--- src/rtl/fxfl_pkg.sv ---
package fxfl_pkg;
  // default number format
  localparam int unsigned DEF_FX_W    = 16;  // fixed-point width, incl. sign
  localparam int unsigned DEF_FX_FRAC = 5;   // fractional bits of the input
  localparam int unsigned DEF_MAN_W   = 9;   // explicit mantissa bits
  localparam int unsigned DEF_EXM_W   = 5;   // exponent magnitude bits

  // signed exponent for a leading one at bit position pos of the magnitude
  function automatic int lead_exponent(int pos, int frac_w, bit carry);
    return pos + 1 - frac_w + (carry ? 1 : 0);
  endfunction

  // magnitude part of a sign-magnitude exponent
  function automatic int exp_magnitude(int e);
    return (e < 0) ? -e : e;
  endfunction
endpackage

--- src/rtl/fxfl_abs.sv ---
module fxfl_abs #(
  parameter int unsigned W = fxfl_pkg::DEF_FX_W
) (
  input  logic [W-1:0] x,
  output logic [W-1:0] mag,
  output logic         neg
);
  // unsigned W-bit result is one bit wider than the W-1 magnitude bits,
  // so the most negative code maps to 2^(W-1) without overflow
  always_comb begin
    neg = x[W-1];
    mag = neg ? (~x + W'(1)) : x;
  end
endmodule

--- src/rtl/fxfl_lead.sv ---
module fxfl_lead #(
  parameter int unsigned W = fxfl_pkg::DEF_FX_W,
  localparam int unsigned PW = $clog2(W)
) (
  input  logic [W-1:0]  v,
  output logic [PW-1:0] pos,
  output logic          found
);
  // highest set bit wins
  always_comb begin
    pos   = '0;
    found = 1'b0;
    for (int i = 0; i < W; i++) begin
      if (v[i]) begin
        pos   = PW'(i);
        found = 1'b1;
      end
    end
  end
endmodule

--- src/rtl/fxfl_norm_round.sv ---
module fxfl_norm_round #(
  parameter int unsigned W     = fxfl_pkg::DEF_FX_W,
  parameter int unsigned FRAC  = fxfl_pkg::DEF_FX_FRAC,
  parameter int unsigned MAN_W = fxfl_pkg::DEF_MAN_W,
  parameter int unsigned EXM_W = fxfl_pkg::DEF_EXM_W,
  localparam int unsigned PW   = $clog2(W)
) (
  input  logic [W-1:0]     mag,
  input  logic [PW-1:0]    pos,
  input  logic             found,
  output logic [MAN_W-1:0] mant,
  output logic             e_sign,
  output logic [EXM_W-1:0] e_mag,
  output logic             rnd_up,
  output logic             rnd_carry
);
  logic [W-1:0]     shifted;
  logic [MAN_W-1:0] kept;
  logic             guard;
  logic [MAN_W:0]   summed;
  int               e_i;

  // leading one moved to the top bit
  assign shifted = mag << (PW'(W - 1) - pos);
  assign kept    = shifted[W-1 -: MAN_W];

  generate
    if (W > MAN_W) begin : g_guard
      assign guard = shifted[W-1-MAN_W];
    end else begin : g_noguard
      assign guard = 1'b0;
    end
  endgenerate

  assign summed    = {1'b0, kept} + {{MAN_W{1'b0}}, guard};
  assign rnd_up    = found & guard;
  assign rnd_carry = found & summed[MAN_W];

  always_comb begin
    e_i = fxfl_pkg::lead_exponent(int'(pos), int'(FRAC), rnd_carry);
    if (!found) begin
      mant   = '0;
      e_sign = 1'b0;
      e_mag  = '0;
    end else begin
      mant   = rnd_carry ? {1'b1, {(MAN_W-1){1'b0}}} : summed[MAN_W-1:0];
      e_sign = (e_i < 0);
      e_mag  = EXM_W'(fxfl_pkg::exp_magnitude(e_i));
    end
  end

  // a carry out of the mantissa can only come from an increment
  always_comb begin
    if (found) begin
      AST_CARRY_NEEDS_ROUND: assert (!rnd_carry || rnd_up);
      AST_CARRY_ALL_ONES: assert (!rnd_carry || (&kept));
    end
  end
endmodule

--- src/rtl/fxfl_normalizer.sv ---
module fxfl_normalizer #(
  parameter int unsigned W     = fxfl_pkg::DEF_FX_W,
  parameter int unsigned FRAC  = fxfl_pkg::DEF_FX_FRAC,
  parameter int unsigned MAN_W = fxfl_pkg::DEF_MAN_W,
  parameter int unsigned EXM_W = fxfl_pkg::DEF_EXM_W,
  localparam int unsigned OUT_W = MAN_W + EXM_W + 2,
  localparam int unsigned PW    = $clog2(W)
) (
  input  logic             clk,
  input  logic             rst_n,
  input  logic             in_valid,
  output logic             in_ready,
  input  logic [W-1:0]     in_data,
  output logic             out_valid,
  output logic [OUT_W-1:0] out_data
);
  localparam int unsigned EXP_POS_MAX = W - FRAC;  // leading one at top bit
  localparam int unsigned EXP_NEG_MAX = FRAC - 1;  // leading one at bit 0

  logic [W-1:0]     mag;
  logic             neg;
  logic [PW-1:0]    pos;
  logic             found;
  logic [MAN_W-1:0] mant;
  logic             e_sign;
  logic [EXM_W-1:0] e_mag;
  logic             rnd_up;
  logic             rnd_carry;
  logic             accept;
  logic [OUT_W-1:0] next_word;
  logic             rdy_q;
  logic             vld_q;
  logic [OUT_W-1:0] word_q;

  fxfl_abs #(.W(W)) abs_i (
    .x   (in_data),
    .mag (mag),
    .neg (neg)
  );

  fxfl_lead #(.W(W)) lead_i (
    .v     (mag),
    .pos   (pos),
    .found (found)
  );

  fxfl_norm_round #(
    .W     (W),
    .FRAC  (FRAC),
    .MAN_W (MAN_W),
    .EXM_W (EXM_W)
  ) norm_i (
    .mag       (mag),
    .pos       (pos),
    .found     (found),
    .mant      (mant),
    .e_sign    (e_sign),
    .e_mag     (e_mag),
    .rnd_up    (rnd_up),
    .rnd_carry (rnd_carry)
  );

  assign accept    = in_valid & rdy_q;
  assign next_word = found ? {neg, mant, e_sign, e_mag} : '0;

  always_ff @(posedge clk or negedge rst_n) begin
    if (!rst_n) begin
      rdy_q  <= 1'b0;
      vld_q  <= 1'b0;
      word_q <= '0;
    end else begin
      rdy_q <= 1'b1;
      vld_q <= accept;
      if (accept) begin
        word_q <= next_word;
      end
    end
  end

  assign in_ready  = rdy_q;
  assign out_valid = vld_q;
  assign out_data  = word_q;

  AST_MANT_NORMALIZED: assert property (@(posedge clk) disable iff (!rst_n)
    (out_valid && out_data != '0) |-> out_data[OUT_W-2]);

  AST_ZERO_ONLY_UNNORM: assert property (@(posedge clk) disable iff (!rst_n)
    (out_valid && !out_data[OUT_W-2]) |-> (out_data == '0));

  AST_EXP_RANGE: assert property (@(posedge clk) disable iff (!rst_n)
    out_valid |-> (out_data[EXM_W] ? (out_data[EXM_W-1:0] <= EXM_W'(EXP_NEG_MAX))
                                   : (out_data[EXM_W-1:0] <= EXM_W'(EXP_POS_MAX))));

  AST_NO_NEG_ZERO_EXP: assert property (@(posedge clk) disable iff (!rst_n)
    (out_valid && out_data[EXM_W]) |-> (out_data[EXM_W-1:0] != '0));

  AST_SIGN_FOLLOWS: assert property (@(posedge clk) disable iff (!rst_n)
    accept |=> (out_data[OUT_W-1] == $past(in_data[W-1])));

  AST_CARRY_RENORM: assert property (@(posedge clk) disable iff (!rst_n)
    (accept && rnd_carry) |=> (out_data[OUT_W-2 -: MAN_W] == {1'b1, {(MAN_W-1){1'b0}}}));

  AST_ACCEPT_LATENCY: assert property (@(posedge clk) disable iff (!rst_n)
    accept |=> out_valid);

  AST_IDLE_HOLD: assert property (@(posedge clk) disable iff (!rst_n)
    !accept |=> (!out_valid && $stable(out_data)));

  AST_RST_QUIET: assert property (@(posedge clk)
    !rst_n |-> (!out_valid && out_data == '0 && !in_ready));
endmodule

--- config.mk ---
export PLATFORM = sky130hd
export DESIGN_NAME = fxfl_normalizer
export DESIGN_NICKNAME = d
export VERILOG_FILES = /design/src/rtl/fxfl_pkg.sv /design/src/rtl/fxfl_abs.sv /design/src/rtl/fxfl_lead.sv /design/src/rtl/fxfl_norm_round.sv /design/src/rtl/fxfl_normalizer.sv
export SDC_FILE = /design/constraint.sdc
export NUM_CORES = 1
export LEC_CHECK = 0
export CORE_MARGIN = 3
export CORE_UTILIZATION = 45
export CTS_CLUSTER_SIZE = 30
export DETAILED_ROUTE_END_ITERATION = 7
export PLACE_DENSITY = 0.72
export SLEW_MARGIN = 20
export SYNTH_ARGS = -nofsm -noshare
export SYNTH_HDL_FRONTEND = slang
export SYNTH_SLANG_ARGS = --single-unit
export TNS_END_PERCENT = 1
--- constraint.sdc ---
create_clock -name clk -period 1.31 [get_ports clk]
set_input_delay 0.262 -clock clk [delete_from_list [all_inputs] [get_ports clk]]
set_output_delay 0.262 -clock clk [all_outputs]
set_load 0.05 [all_outputs]
==> results of run 1 <==
==> per-layer routing <==
layer | GRT usage, % | GRT overflow
met5 | 0 | 0
met4 | 59.71 | 3
met3 | 38.33 | 0
met2 | 83.19 | 4
met1 | 64.88 | 0
==> logic make-up after synthesis <==
| kind of cell | synth area share (%) |
|---|---|
| AOI/OAI and AO/OA | 37.76 |
| xor gates and xnor gates | 5.463 |
| adders and majority gates | 3.497 |
| buffers and inverters | 6.993 |
| DFF | 15.73 |
| muxes | 3.977 |
| other | 0.1310 |
| and+or+nand+nor | 26.44 |
==> metrics by stage <==
stage          area [sq um]  std cells  util, %  hold slack [ns]
4_1_cts                5236        640    86.90           0.3356
3_5_place_dp           4514        593    74.92           0.5333
3_3_place_gp           4514        593    74.92           0.5267
2_1_floorplan          2989        372        -         -0.03359
==> what timing repair did <==
item                       4_1_cts
pin swaps                       59
hold buffers                     0
gates resized for setup        144
cloned                           1
setup endpoints to repair       16
buffers inserted                42
==> implementation parameters, run 1 <==
Parameter                              Value

Placement
  Pre-CTS setup slack ... -3.783 ns
  Count of port buffers added during placement ... 36
  Final weighted congestion in routability-driven placement ... about 1.0
  Post-DP HPWL ... 8214 um

Outcome
  Outcome ... stopped before the end
  Tool error message ... [ERROR GRT-0232] Routing congestion too high. Check the congestion heatmap in the GUI.
  Stage where the run ended ... global routing

Synth
  Share of async-settable or async-resettable flops after synthesis ... 100.0%
  Cell types with the largest area share after synthesis ... dfrtp_1 16%, nand2_1 4.7%, o21ai_0 4.5%
  Leading register cell type out of synthesis ... dfrtp_1
  Gate Count Post-Synth ... roughly 370
  Sequential-to-total area share from yosys stat ... between 15 and 20%
  Number of warning messages in the yosys log ... 0
  Library cell with the largest summed area after synthesis ... dfrtp_1
  Mean Syn Cell Area ... roughly 7.7 sq um
  Top cell type's share of synthesized area ... approximately 16%
  Number of synthesized flops with an enable pin ... 0
  Post-Synthesis Cell Area ... between 2000 and 3000 sq um
  Cell variety after synth ... a little over 80
  Total nets after synthesis ... around 400
  Yosys reg bits ... 18
  Most frequent cell after synthesis ... nand2_1
  Synth top cells by count ... 36 x nand2_1, 26 x o21ai_0, 20 x nor2_1, 19 x nand3_1, 18 x dfrtp_1

Clocking
  Root buffer selected by CTS ... clkbuf_8
  CTS sink count ... 18
  Depth of the CTS H-tree ... 1
  Maximum count of clock buffers along a single path ... 2
  Number of clock buffers inserted by TritonCTS ... 3

Floorplanning
  Initial standard-cell utilization of the core ... a little under half
  Horizontal die dimension ... 85.76 um
  I/O pin cnt ... 37
  Die H ... 85.76 um
  Standard-cell rows ... 28

Global routing
  Overflow after GRT ... 7
  Aggregate global-route resource usage ... slightly above 60%
  Pin count of the biggest net entering global routing ... 19

STA
  Worst EP kind ... register data pin
  Pin ending the worst setup path after global-route repair ... out_data[4]$_DFFE_PN0P_/D
==> run 2, diff against run 1 <==
--- a/config.mk
+++ b/config.mk
@@ -6,10 +6,9 @@
 export NUM_CORES = 1
 export LEC_CHECK = 0
 export CORE_MARGIN = 3
-export CORE_UTILIZATION = 45
-export CTS_CLUSTER_SIZE = 30
+export CORE_UTILIZATION = 30
 export DETAILED_ROUTE_END_ITERATION = 7
-export PLACE_DENSITY = 0.72
+export PLACE_DENSITY_LB_ADDON = 0.15
 export SLEW_MARGIN = 20
 export SYNTH_ARGS = -nofsm -noshare
 export SYNTH_HDL_FRONTEND = slang
==> constraint.sdc (replaced) <==
create_clock -name clk -period 1.7 [get_ports clk]
set_input_delay 0.34 -clock clk [delete_from_list [all_inputs] [get_ports clk]]
set_output_delay 0.34 -clock clk [all_outputs]
set_load 0.05 [all_outputs]
==> implementation parameters, run 2 <==
Parameter                              Value

Outcome
  Outcome ... complete, but fails checks (was stopped before the end)
  Violations in the final reports ... setup timing

Clocking
  TritonCTS clock tree ... yes
  Clock latency at the later pin of the worst-skew pair ... 0.26 ns
  CTS sink count ... 18 (unchanged)
  Root buffer selected by CTS ... clkbuf_8 (unchanged)
  Maximum count of clock buffers along a single path ... 2 (unchanged)
  Clock transition at the registers of the reported paths ... roughly 0.070 ns
  Number of clock buffers inserted by TritonCTS ... 3 (unchanged)
  Depth of the CTS H-tree ... 1 (unchanged)
  Hold_buf cts ... 0 (unchanged)

Layout
  Layout-stage area growth over the synthesis result ... 77.71%
  Register ranked first by flip-flop count ... out_data
  Antenna cells ... 0
  Total area of multi-input combinational cells ... around 2700 sq um
  Commonest non-fill, non-tap cells in the layout ... 174 x buf_4, 34 x nand2_1, 18 x dfrtp_1, 17 x buf_6, 16 x o21ai_0
  Number of nets in the final layout ... 588
  Fillers ... approximately 860
  Most frequent standard cell in the layout excluding fill and tap cells ... buf_4
  Fraction of final layout cells with drive strength greater than 1 ... 53.57%
  Storage element area ... ~450 sq um
  Flip-flop count of the largest register, all copies and words added ... 16

Global routing
  Number of antenna violations at the first check in global routing ... 0
  First-pass GRT wire length ... about 18,000 um
  Aggregate global-route resource usage ... roughly a fifth
  Via count of the first global-routing pass ... ~3,800
  Overflow after GRT ... 0
  Pin count of the biggest net entering global routing ... 19

Setup path
  Maximum fanout encountered on the critical timing path ... 7
  Critical path's largest stage delay ... about 0.32 ns
  Number of stages on the worst setup path ... 25
  Capturing element of the worst setup path ... out_data[4]$_DFFE_PN0P_
  Number of cells on the worst reg-to-reg path ... 6
  Data arrival time at the worst-slack endpoint ... around 4.4 ns
  Critical path launch point ... in_data[4]
  Worst EP required ... approximately 1.9 ns
  Worst reg2reg setup slack ... ~0.30 ns
  Total buffers and inverters traversed by the critical path ... 3
  Startpoint kind of the worst setup timing path ... input port
  Worst reg2reg startpoint ... in_ready$_DFF_PN0_
  Endpoint type of the worst setup path ... register
  Cell family with the largest share of critical-path delay ... compound AO/OA/AOI/OAI gates
  Critical R2R Capture ... out_data[13]$_DFFE_PN0P_
  Slowest CP cell ... nor4_4
  CP Class ... in -> reg

Synth
  Cell variety after synth ... 81 (unchanged)
  Most frequent cell after synthesis ... nand2_1 (unchanged)
  Total nets after synthesis ... 399 (unchanged)
  Top cell type's share of synthesized area ... 15.73% (unchanged)
  Mean Syn Cell Area ... 7.696 sq um (unchanged)
  Number of synthesized flops with an enable pin ... 0 (unchanged)
  Cell types with the largest area share after synthesis ... dfrtp_1 16%, nand2_1 4.7%, o21ai_0 4.5% (unchanged)
  Share of async-settable or async-resettable flops after synthesis ... 100.0% (unchanged)
  Leading register cell type out of synthesis ... dfrtp_1 (unchanged)
  Gate Count Post-Synth ... 372 (unchanged)
  Sequential-to-total area share from yosys stat ... 15.73% (unchanged)
  Yosys reg bits ... 18 (unchanged)
  Library cell with the largest summed area after synthesis ... dfrtp_1 (unchanged)
  Number of warning messages in the yosys log ... 0 (unchanged)
  Synth top cells by count ... 36 x nand2_1, 26 x o21ai_0, 20 x nor2_1, 19 x nand3_1, 18 x dfrtp_1 (unchanged)
  Post-Synthesis Cell Area ... 2863 sq um (unchanged)

Power
  Tot Pwr ... 3298 uW
  Static leakage power ... roughly 0.0022 uW
  Ratio of total power to cell area ... about 650 nW/um^2
  Maximum resistive drop on vdd ... 455.8 uV

STA
  Time the worst path needs with I/O delays and setup ... 4.237 ns
  Final-report setup violation count ... 16
  Hold violation count in the final report ... 0
  Ratio of final minimum period to clock period ... 249.2%
  Post-route worst hold slack ... 0.4062 ns
  Worst setup margin ... -2.537 ns
  Total count of max-transition violations in the final report ... 0
  Worst setup skew after layout ... between 0.002 and 0.003 ns
  Setup repair after global routing missed its margin ... yes
  Worst Tran Pin Value ... 0.6352 ns
  Upper clock frequency limit ... 0.2360 GHz
  Slew headroom ... between 50 and 60%

Route
  Vias after detailed routing ... approximately 3,800
  Router iterations before antenna repair ... 5
  Via/cell ratio ... about 5.5
  Count of antenna-violating nets left after detailed routing ... 0
  Detailed-route wire length ... between 10,000 and 15,000 um
  DRT iter0 DRCs ... approximately 260
  Post-DR wirelength/cell ... between 15 and 20 um
  Detailed-route DRC error count ... 0

Placement
  Final weighted congestion in routability-driven placement ... 0.8890 (was 1.020)
  Count of port buffers added during placement ... 36 (unchanged)
  Post-DP HPWL ... 8305 um (was 8214 um)

Floorplanning
  Area enclosed by the die boundary ... approximately 11,000 sq um
  Standard-cell rows ... 35 (was 28)
  Horizontal die dimension ... 103.7 um (was 85.76 um)
  Initial standard-cell utilization of the core ... 30.98% (was 47.51%)
  Die H ... 103.7 um (was 85.76 um)
  I/O pin cnt ... 37 (unchanged)
  Core Region ... roughly 9200 sq um

Run
  Maxcap violations ... 0

Worst hold path
  Kind of path behind the tightest hold check ... in -> async
[run 2: cell counts after synthesis]
No cell type changed its count.
[run 2: worst min path at each step]
stage                       startpoint  slack (ns)                       to
2_1_floorplan                    rst_n        0.04       in_ready$_DFF_PN0_
3_3_place_gp   out_data[7]$_DFFE_PN0P_        0.47  out_data[7]$_DFFE_PN0P_
3_5_place_dp   out_data[6]$_DFFE_PN0P_        0.47  out_data[6]$_DFFE_PN0P_
4_1_cts                          rst_n        0.41      out_valid$_DFF_PN0_
5_1_grt                          rst_n        0.44      out_valid$_DFF_PN0_
6_report                         rst_n        0.41      out_valid$_DFF_PN0_
[run 2: worst register-to-register path: cells and delay by family, from the launching register on]
kind / cells / cell delay (ns)
buffers and inverters: 1 / 0.20
flip-flops: 1 / 0.35
multiplexers: 1 / 0.25
AND/OR/NAND/NOR: 4 / 0.53
[run 2: cell type report]
cell class | count | share of cell area [%]
clock buffers | 4 | 1.082
flip-flops and latches | 18 | 8.854
multi-input cells | 312 | 52.98
repair buffers | 211 | 32.71
inverters | 15 | 1.205
well taps | 129 | 3.173
[run 2: routing by layer]
layer / track usage [%] / up-vias / routed length [um]
met5: 0 / - / 0
met2: 33.50 / 120 / 5279
met1: 27.01 / 1809 / 4957
met4: 6.363 / 0 / 340
li1: - / 1825 / -
met3: 1.931 / 28 / 437
[run 2: cell families after synthesis]
| family | count (synthesis) | share of synthesized area (%) |
|---|---|---|
| other | 1 | 0.1310 |
| adders and majority gates | 8 | 3.497 |
| AOI/OAI and AO/OA | 138 | 37.76 |
| xor gates and xnor gates | 17 | 5.463 |
| DFF | 18 | 15.73 |
| buffers and inverters | 43 | 6.993 |
| and+or+nand+nor | 136 | 26.44 |
| muxes | 11 | 3.977 |
[run 2: through the flow]
| stage | worst slack, ns | utilization [%] | cells | area, sq um | TNS (ns) |
|---|---|---|---|---|---|
| 6_report | -2.537 | 55.06 | 689 | 5087 | -32.45 |
| 3_3_place_gp | -3.322 | 47.69 | 657 | 4407 | -44.43 |
| 3_5_place_dp | -3.357 | 47.69 | 657 | 4407 | -44.94 |
| 2_1_floorplan | -2.727 | - | 372 | 2989 | -33.57 |
| 5_1_grt | -2.732 | 55.06 | 689 | 5087 | -35.65 |
| 4_1_cts | -2.431 | 53.88 | 688 | 4979 | -31.57 |
[run 2: power by group]
part | total [uW] | switching [uW] | internal, uW
sequential | 566 | 48.1 | 518
combinational | 2370 | 1280 | 1080
clock | 365 | 159 | 206
[run 2: what timing repair did]
action                                 CTS  global route
setup endpoints to repair               16            16
endpoints found under the hold margin    0             0
buffers inserted                        23             1
pin swaps                               63            21
gates cloned                             4             0
resized for setup                      130            20
(Power assumes the default switching activity.)
==> run 3, diff against run 2 <==
--- a/config.mk
+++ b/config.mk
@@ -7,6 +7,7 @@
 export LEC_CHECK = 0
 export CORE_MARGIN = 3
 export CORE_UTILIZATION = 30
+export CTS_CLUSTER_SIZE = 12
 export DETAILED_ROUTE_END_ITERATION = 7
 export PLACE_DENSITY_LB_ADDON = 0.15
 export SLEW_MARGIN = 20
==> constraint.sdc (replaced) <==
create_clock -name clk -period 4.5 [get_ports clk]
set_input_delay 0.9 -clock clk [delete_from_list [all_inputs] [get_ports clk]]
set_output_delay 0.9 -clock clk [all_outputs]
set_load 0.05 [all_outputs]
==> implementation parameters, run 3 (synthesis gave the netlist of run 2 again) <==
Parameter                              Value

STA
  Total count of max-transition violations in the final report ... 0 (unchanged)
  Worst Tran Pin Value ... 0.8283 ns (was 0.6352 ns)
  Worst setup skew after layout ... 0.003486 ns (was 0.002507 ns)
  Setup repair after global routing missed its margin ... yes (unchanged)
  Slew headroom ... 44.61% (was 57.29%)
  Time the worst path needs with I/O delays and setup ... 4.803 ns
  Hold violation count in the final report ... 0 (unchanged)
  Worst setup margin ... -0.3026 ns (was -2.537 ns)
  Final-report setup violation count ... 6 (was 16)
  Upper clock frequency limit ... 0.2082 GHz
  Ratio of final minimum period to clock period ... 106.7%

Setup path
  Worst reg2reg startpoint ... in_ready$_DFF_PN0_ (unchanged)
  Endpoint type of the worst setup path ... register (unchanged)
  Startpoint kind of the worst setup timing path ... input port (unchanged)
  CP Class ... in -> reg (unchanged)
  Capturing element of the worst setup path ... out_data[4]$_DFFE_PN0P_ (unchanged)
  Critical path launch point ... in_data[7] (was in_data[4])
  Worst reg2reg setup slack ... 2.60 ns (was 0.30 ns)
  Number of cells on the worst reg-to-reg path ... 6 (unchanged)
  Critical R2R Capture ... out_data[13]$_DFFE_PN0P_ (unchanged)
  Worst EP required ... 4.65 ns (was 1.85 ns)
  Data arrival time at the worst-slack endpoint ... 4.95 ns (was 4.39 ns)
  Maximum fanout encountered on the critical timing path ... 7 (unchanged)

Placement
  Post-DP HPWL ... 8254 um (was 8305 um)
  Final weighted congestion in routability-driven placement ... 0.9161 (was 0.8890)
  Pre-CTS setup slack ... -1.190 ns (was -3.357 ns)
  Placed cell count ... 650 (was 657)
  Count of port buffers added during placement ... 36 (unchanged)

Outcome
  Violations in the final reports ... setup timing (unchanged)
  Outcome ... complete, but fails checks (unchanged)

Layout
  Fillers ... 833 (was 856)
  Antenna cells ... 0 (unchanged)
  Register ranked first by flip-flop count ... out_data (unchanged)
  End-of-flow core utilization ... 57.01% (was 55.06%)
  Most frequent standard cell in the layout excluding fill and tap cells ... buf_4 (unchanged)
  Number of nets in the final layout ... 613 (was 588)
  Fraction of final layout cells with drive strength greater than 1 ... 53.68% (was 53.57%)
  Commonest non-fill, non-tap cells in the layout ... 181 x buf_4, 33 x nand2_1, 21 x clkdlybuf4s50_1, 18 x buf_6, 18 x dfrtp_1 (was 174 x buf_4, 34 x nand2_1, 18 x dfrtp_1, 17 x buf_6, 16 x o21ai_0)
  Layout-stage area growth over the synthesis result ... 84.00% (was 77.71%)
  Flip-flop count of the largest register, all copies and words added ... 16 (unchanged)
  Final instance count without filler cells ... 714 (was 689)

Clocking
  Maximum count of clock buffers along a single path ... 2 (unchanged)
  Number of clock buffers inserted by TritonCTS ... 3 (unchanged)
  CTS sink count ... 18 (unchanged)
  TritonCTS clock tree ... yes (unchanged)
  Clock transition at the registers of the reported paths ... 0.07 ns (about the same)
  Depth of the CTS H-tree ... 1 (unchanged)
  Root buffer selected by CTS ... clkbuf_8 (unchanged)
  Clock latency at the later pin of the worst-skew pair ... 0.26 ns (about the same)

Route
  Detailed-route wire length ... 11,550 um (was 11,010 um)
  Vias after detailed routing ... 3,858 (was 3,782)
  Count of antenna-violating nets left after detailed routing ... 0 (unchanged)
  Via/cell ratio ... 5.403 (was 5.489)
  Router iterations before antenna repair ... 5 (unchanged)
  Post-DR wirelength/cell ... 16.18 um (was 15.99 um)
  DRT iter0 DRCs ... 216 (was 262)
  Detailed-route DRC error count ... 0 (unchanged)

Run
  Maxcap violations ... 0 (unchanged)

Floorplanning
  I/O pin cnt ... 37 (unchanged)
  Area enclosed by the die boundary ... 10,750 sq um (unchanged)
  Core Region ... 9240 sq um (unchanged)
  Die H ... 103.7 um (unchanged)
  Horizontal die dimension ... 103.7 um (unchanged)
  Initial standard-cell utilization of the core ... 30.98% (unchanged)
  Standard-cell rows ... 35 (unchanged)

Global routing
  First-pass GRT wire length ... 19,300 um (was 18,200 um)
  Pin count of the biggest net entering global routing ... 20 (was 19)
  Number of antenna violations at the first check in global routing ... 0 (unchanged)
  Via count of the first global-routing pass ... 3,894 (was 3,760)
  Aggregate global-route resource usage ... 21.37% (was 19.96%)
  Overflow after GRT ... 0 (unchanged)

Worst hold path
  Kind of path behind the tightest hold check ... reg -> reg (was in -> async)

Power
  Maximum resistive drop on vdd ... 158.0 uV (was 455.8 uV)
  Ratio of total power to cell area ... 250.7 nW/um^2 (was 648.2 nW/um^2)
  Static leakage power ... 0.002262 uW (was 0.002178 uW)
run 3: worst min-delay path by stage:
stage	cells after the start	end	startpoint	slack (ns)
finish	2	out_data[7]$_DFFE_PN0P_	out_data[7]$_DFFE_PN0P_	0.48
global route	2	out_data[6]$_DFFE_PN0P_	out_data[6]$_DFFE_PN0P_	0.51
CTS	2	out_data[7]$_DFFE_PN0P_	out_data[7]$_DFFE_PN0P_	0.49
detailed placement	2	out_data[7]$_DFFE_PN0P_	out_data[7]$_DFFE_PN0P_	0.47
global placement	2	out_data[8]$_DFFE_PN0P_	out_data[8]$_DFFE_PN0P_	0.46
floorplan	0	in_ready$_DFF_PN0_	rst_n	0.60
run 3: report_power, final:
group          leakage (uW)  switching [uW]  internal [uW]  total [uW]
clock             0.0000288            58.6           77.8         136
combinational       0.00201             503            468         971
sequential         0.000224            17.6            196         213
total               0.00226             579            742        1320
run 3: critical path: stages:
cell	delay, ns
buf_8	0.10
or4_4	0.58
o41a_1	0.47
nand2_1	0.10
or3_4	0.20
buf_4	0.15
a21oi_4	0.06
buf_6	0.15
nor3_4	0.21
nor3_2	0.06
a211oi_2	0.19
ha_2	0.23
o211a_1	0.18
nand3_2	0.10
nor2_4	0.11
nand2_2	0.08
ha_4	0.19
ha_4	0.17
nor2_2	0.11
o21ai_1	0.10
a221oi_2	0.22
o21ai_1	0.08
a22o_1	0.19
run 3: per-layer routing:
| layer | global-route usage [%] | wire length [um] | vias up |
|---|---|---|---|
| met5 | 0 | 0 | - |
| met2 | 36.03 | 5542 | 107 |
| li1 | - | - | 1882 |
| met3 | 2.492 | 412 | 28 |
| met1 | 28.42 | 5254 | 1841 |
| met4 | 7.123 | 344 | 0 |
run 3: layout make-up:
type | instances | area [sq um] | share of cell area [%]
Timing Repair Buffer | 236 | 1886 | 35.80
Inverter | 15 | 61.31 | 1.164
Tap cell | 129 | 161.4 | 3.064
Clock buffer | 4 | 55.05 | 1.045
Sequential cell | 18 | 450.4 | 8.551
Multi-Input combinational cell | 312 | 2654 | 50.38
run 3: through the flow:
| step | hold WS (ns) | area [sq um] | power [uW] | TNS (ns) |
|---|---|---|---|---|
| floorplan | 0.6044 | 2989 | 678.6 | -1.936 |
| global placement | 0.4644 | 4399 | 1000 | -9.022 |
| detailed placement | 0.4708 | 4399 | 1005 | -9.899 |
| CTS | 0.4894 | 5214 | 1291 | -0.7173 |
| global route | 0.5115 | 5268 | 1403 | -2.229 |
| finish | 0.4792 | 5268 | 1321 | -1.183 |
run 3: what timing repair did:
| action | in CTS | in global routing |
|---|---|---|
| hold buffers | 0 | 0 |
| resized for setup | 147 | 12 |
| pin swaps | 63 | 15 |
| cloned | 4 | 0 |
| setup buffers | 54 | 2 |
| setup endpoints to repair | 14 | 8 |
==> run 4, diff against run 3 <==
--- a/config.mk
+++ b/config.mk
@@ -5,7 +5,7 @@
 export SDC_FILE = /design/constraint.sdc
 export NUM_CORES = 1
 export LEC_CHECK = 0
-export CORE_MARGIN = 3
+export CORE_MARGIN = 4
 export CORE_UTILIZATION = 30
 export CTS_CLUSTER_SIZE = 12
 export DETAILED_ROUTE_END_ITERATION = 7
==> constraint.sdc (replaced) <==
create_clock -name clk -period 4.5 [get_ports clk]
set_input_delay 0.9 -clock clk [delete_from_list [all_inputs] [get_ports clk]]
set_output_delay 0.9 -clock clk [all_outputs]
set_load 0.1 [all_outputs]
==> implementation parameters, run 4 (synthesis gave the netlist of run 2 again) <==
Parameter                              Value

Setup path
  Startpoint kind of the worst setup timing path ... input port (unchanged)
  Critical path, cell by cell ... buf_8, buf_6, nor4_4, buf_6, a41oi_2, o32a_1, o211ai_4, a21oi_2, or2_4, mux2i_1, mux2i_2, nor2_1, ha_2, o211a_1, nand3_2, nor2_2, nand2_1, ha_2, ha_4, nor2_2, o21ai_1, a221oi_2, o21ai_1, a22o_1 (was buf_8, or4_4, o41a_1, nand2_1, or3_4, buf_4, a21oi_4, buf_6, nor3_4, nor3_2, a211oi_2, ha_2, o211a_1, nand3_2, nor2_4, nand2_2, ha_4, ha_4, nor2_2, o21ai_1, a221oi_2, o21ai_1, a22o_1)
  Cell family with the largest share of critical-path delay ... compound AO/OA/AOI/OAI gates (was simple AND/OR/NAND/NOR gates)
  Endpoint type of the worst setup path ... register (unchanged)
  Slowest CP cell ... o32a_1 (was or4_4)
  Critical path's largest stage delay ... 0.45 ns (was 0.58 ns)
  Total buffers and inverters traversed by the critical path ... 3 (unchanged)
  CP Class ... in -> reg (unchanged)
  Worst EP required ... 4.65 ns (about the same)
  Data arrival time at the worst-slack endpoint ... 5.04 ns (was 4.95 ns)
  Maximum fanout encountered on the critical timing path ... 5 (was 7)

STA
  Final-report setup violation count ... 11 (was 6)
  Time the worst path needs with I/O delays and setup ... 4.892 ns (was 4.803 ns)
  Post-route worst hold slack ... 0.4793 ns (was 0.4792 ns)
  Hold violation count in the final report ... 0 (unchanged)
  Total count of max-transition violations in the final report ... 0 (unchanged)
  Upper clock frequency limit ... 0.2044 GHz (was 0.2082 GHz)
  Worst setup skew after layout ... 0.0008130 ns (was 0.003486 ns)
  Total Neg Setup Slack ... -3.103 ns (was -1.183 ns)
  Ratio of final minimum period to clock period ... 108.7% (was 106.7%)
  Worst Tran Pin Value ... 1.004 ns (was 0.8283 ns)
  Worst setup margin ... -0.3922 ns (was -0.3026 ns)
  Slew headroom ... 32.83% (was 44.61%)
  Setup repair after global routing missed its margin ... yes (unchanged)

Layout
  Number of nets in the final layout ... 608 (was 613)
  Commonest non-fill, non-tap cells in the layout ... 171 x buf_4, 34 x nand2_1, 24 x buf_6, 21 x clkdlybuf4s50_1, 18 x dfrtp_1 (was 181 x buf_4, 33 x nand2_1, 21 x clkdlybuf4s50_1, 18 x buf_6, 18 x dfrtp_1)
  Antenna cells ... 0 (unchanged)
  Layout-stage area growth over the synthesis result ... 86.28% (was 84.00%)
  Final instance count without filler cells ... 709 (was 714)
  Most frequent standard cell in the layout excluding fill and tap cells ... buf_4 (unchanged)
  Fraction of final layout cells with drive strength greater than 1 ... 53.62% (was 53.68%)
  Fillers ... 841 (was 833)
  Flip-flop count of the largest register, all copies and words added ... 16 (unchanged)
  End-of-flow core utilization ... 57.44% (was 57.01%)
  Register ranked first by flip-flop count ... out_data (unchanged)

Power
  Static leakage power ... 0.002270 uW (was 0.002262 uW)
  Clk network pwr share ... 9.4% (was 10.3%)
  Reg power frac ... 15.0% (was 16.2%)
  Net Switching ... 706.7 uW (was 579.1 uW)
  Ratio of total power to cell area ... 267.9 nW/um^2 (was 250.7 nW/um^2)
  Internal power ... 721.7 uW (was 741.7 uW)
  Proportion of power drawn by combinational gates ... 75.6% (was 73.5%)
  Maximum resistive drop on vdd ... 231.0 uV (was 158.0 uV)
  Switching Share ... 49.47% (was 43.84%)

Clocking
  Root buffer selected by CTS ... clkbuf_8 (unchanged)
  CTS sink count ... 18 (unchanged)
  Clock transition at the registers of the reported paths ... 0.07 ns (about the same)
  Clock latency at the later pin of the worst-skew pair ... 0.25 ns (was 0.26 ns)
  Maximum count of clock buffers along a single path ... 2 (unchanged)
  Depth of the CTS H-tree ... 1 (unchanged)
  Number of clock buffers inserted by TritonCTS ... 3 (unchanged)
  TritonCTS clock tree ... yes (unchanged)

Floorplanning
  Horizontal die dimension ... 105.7 um (was 103.7 um)
  Core Region ... 9284 sq um (was 9240 sq um)
  Initial standard-cell utilization of the core ... 30.84% (was 30.98%)
  Area enclosed by the die boundary ... 11,170 sq um (was 10,750 sq um)
  Die H ... 105.7 um (was 103.7 um)
  Standard-cell rows ... 35 (unchanged)
  I/O pin cnt ... 37 (unchanged)

Global routing
  Aggregate global-route resource usage ... 19.71% (was 21.37%)
  Via count of the first global-routing pass ... 3,731 (was 3,894)
  Pin count of the biggest net entering global routing ... 20 (unchanged)
  Number of antenna violations at the first check in global routing ... 0 (unchanged)
  First-pass GRT wire length ... 18,270 um (was 19,300 um)
  Overflow after GRT ... 0 (unchanged)

Route
  DRT iter0 DRCs ... 194 (was 216)
  Vias after detailed routing ... 3,811 (was 3,858)
  Count of antenna-violating nets left after detailed routing ... 0 (unchanged)
  Post-DR wirelength/cell ... 16.37 um (was 16.18 um)
  Detailed-route wire length ... 11,610 um (was 11,550 um)
  Router iterations before antenna repair ... 4 (was 5)
  Via/cell ratio ... 5.375 (was 5.403)
  Detailed-route DRC error count ... 0 (unchanged)

Run
  Maxcap violations ... 0 (unchanged)

Placement
  Placed cell count ... 639 (was 650)
  Count of port buffers added during placement ... 36 (unchanged)
  Post-DP HPWL ... 8344 um (was 8254 um)
  Final weighted congestion in routability-driven placement ... 0.9022 (was 0.9161)

Worst hold path
  Kind of path behind the tightest hold check ... reg -> reg (unchanged)

Outcome
  Violations in the final reports ... setup timing (unchanged)
  Outcome ... complete, but fails checks (unchanged)
## run 4: changes by cell type in the layout (fill, tap and decap cells not counted), sizes merged
cell,delta
dlymetal6s2s,+1
or4,-1
dlygate4sd2,+1
clkdlybuf4s15,+1
clkbuf,+2
buf,-9
## run 4: layer usage
layer  track usage (%)  routed length (um)  share of wire [%]
met5                 0                   0                  0
met2             34.84                5808                 50
met4             2.683                 158                1.4
met3             2.143                 411                3.5
met1             26.39                5226                 45
## run 4: layout make-up
| cell class | count | area (sq um) | share of cell area, % |
|---|---|---|---|
| well taps | 129 | 161.4 | 3.027 |
| inverters | 15 | 63.81 | 1.197 |
| flip-flops and latches | 18 | 450.4 | 8.447 |
| clock buffers | 4 | 55.05 | 1.032 |
| multi-input cells | 311 | 2661 | 49.91 |
| repair buffers | 232 | 1941 | 36.39 |
## run 4: repair_timing
item,in CTS,in global routing
setup endpoints to repair,15,11
endpoints found under the hold margin,0,0
cloned,1,0
hold buffers,0,0
buffers inserted,46,19
pin swaps,48,53
resized for setup,102,60
## run 4: power by group through the flow
stage,Clock (uW),Combinational (uW),Sequential [uW]
floorplan,0,341,468
global placement,0,903,216
detailed placement,0,906,218
CTS,139,990,214
global route,148,1140,219
finish,134,1080,214
## run 4: worst register-to-register path: stages, from the launching register on
cell and delay (ns):
dfrtp_1 0.35, nand2_1 0.38, nor2_1 0.57, buf_4 0.23, nand2_1 0.05, mux2_2 0.26
nand2_1 0.06
## run 4: path summary, 6_finish.rpt
kind                                          from                       end  slack (ns)  cells after the start
min in group asynchronous                    rst_n  out_data[12]$_DFFE_PN0P_        1.12                      1
min                        out_data[8]$_DFFE_PN0P_   out_data[8]$_DFFE_PN0P_        0.48                      2
min reg2reg                out_data[8]$_DFFE_PN0P_   out_data[8]$_DFFE_PN0P_        0.48                      2
max                                     in_data[5]   out_data[4]$_DFFE_PN0P_       -0.39                     24
max reg2reg                     in_ready$_DFF_PN0_  out_data[13]$_DFFE_PN0P_        2.54                      6
max in group asynchronous                    rst_n  out_data[14]$_DFFE_PN0P_        2.88                      1
## run 4: stage by stage
stage | area (sq um) | setup WS (ns) | total power (uW)
2_1_floorplan | 2989 | -0.4877 | 809.5
3_3_place_gp | 4342 | -1.119 | 1119
3_5_place_dp | 4342 | -1.150 | 1123
4_1_cts | 4976 | -0.3866 | 1343
5_1_grt | 5333 | -0.5487 | 1504
6_report | 5333 | -0.3922 | 1428
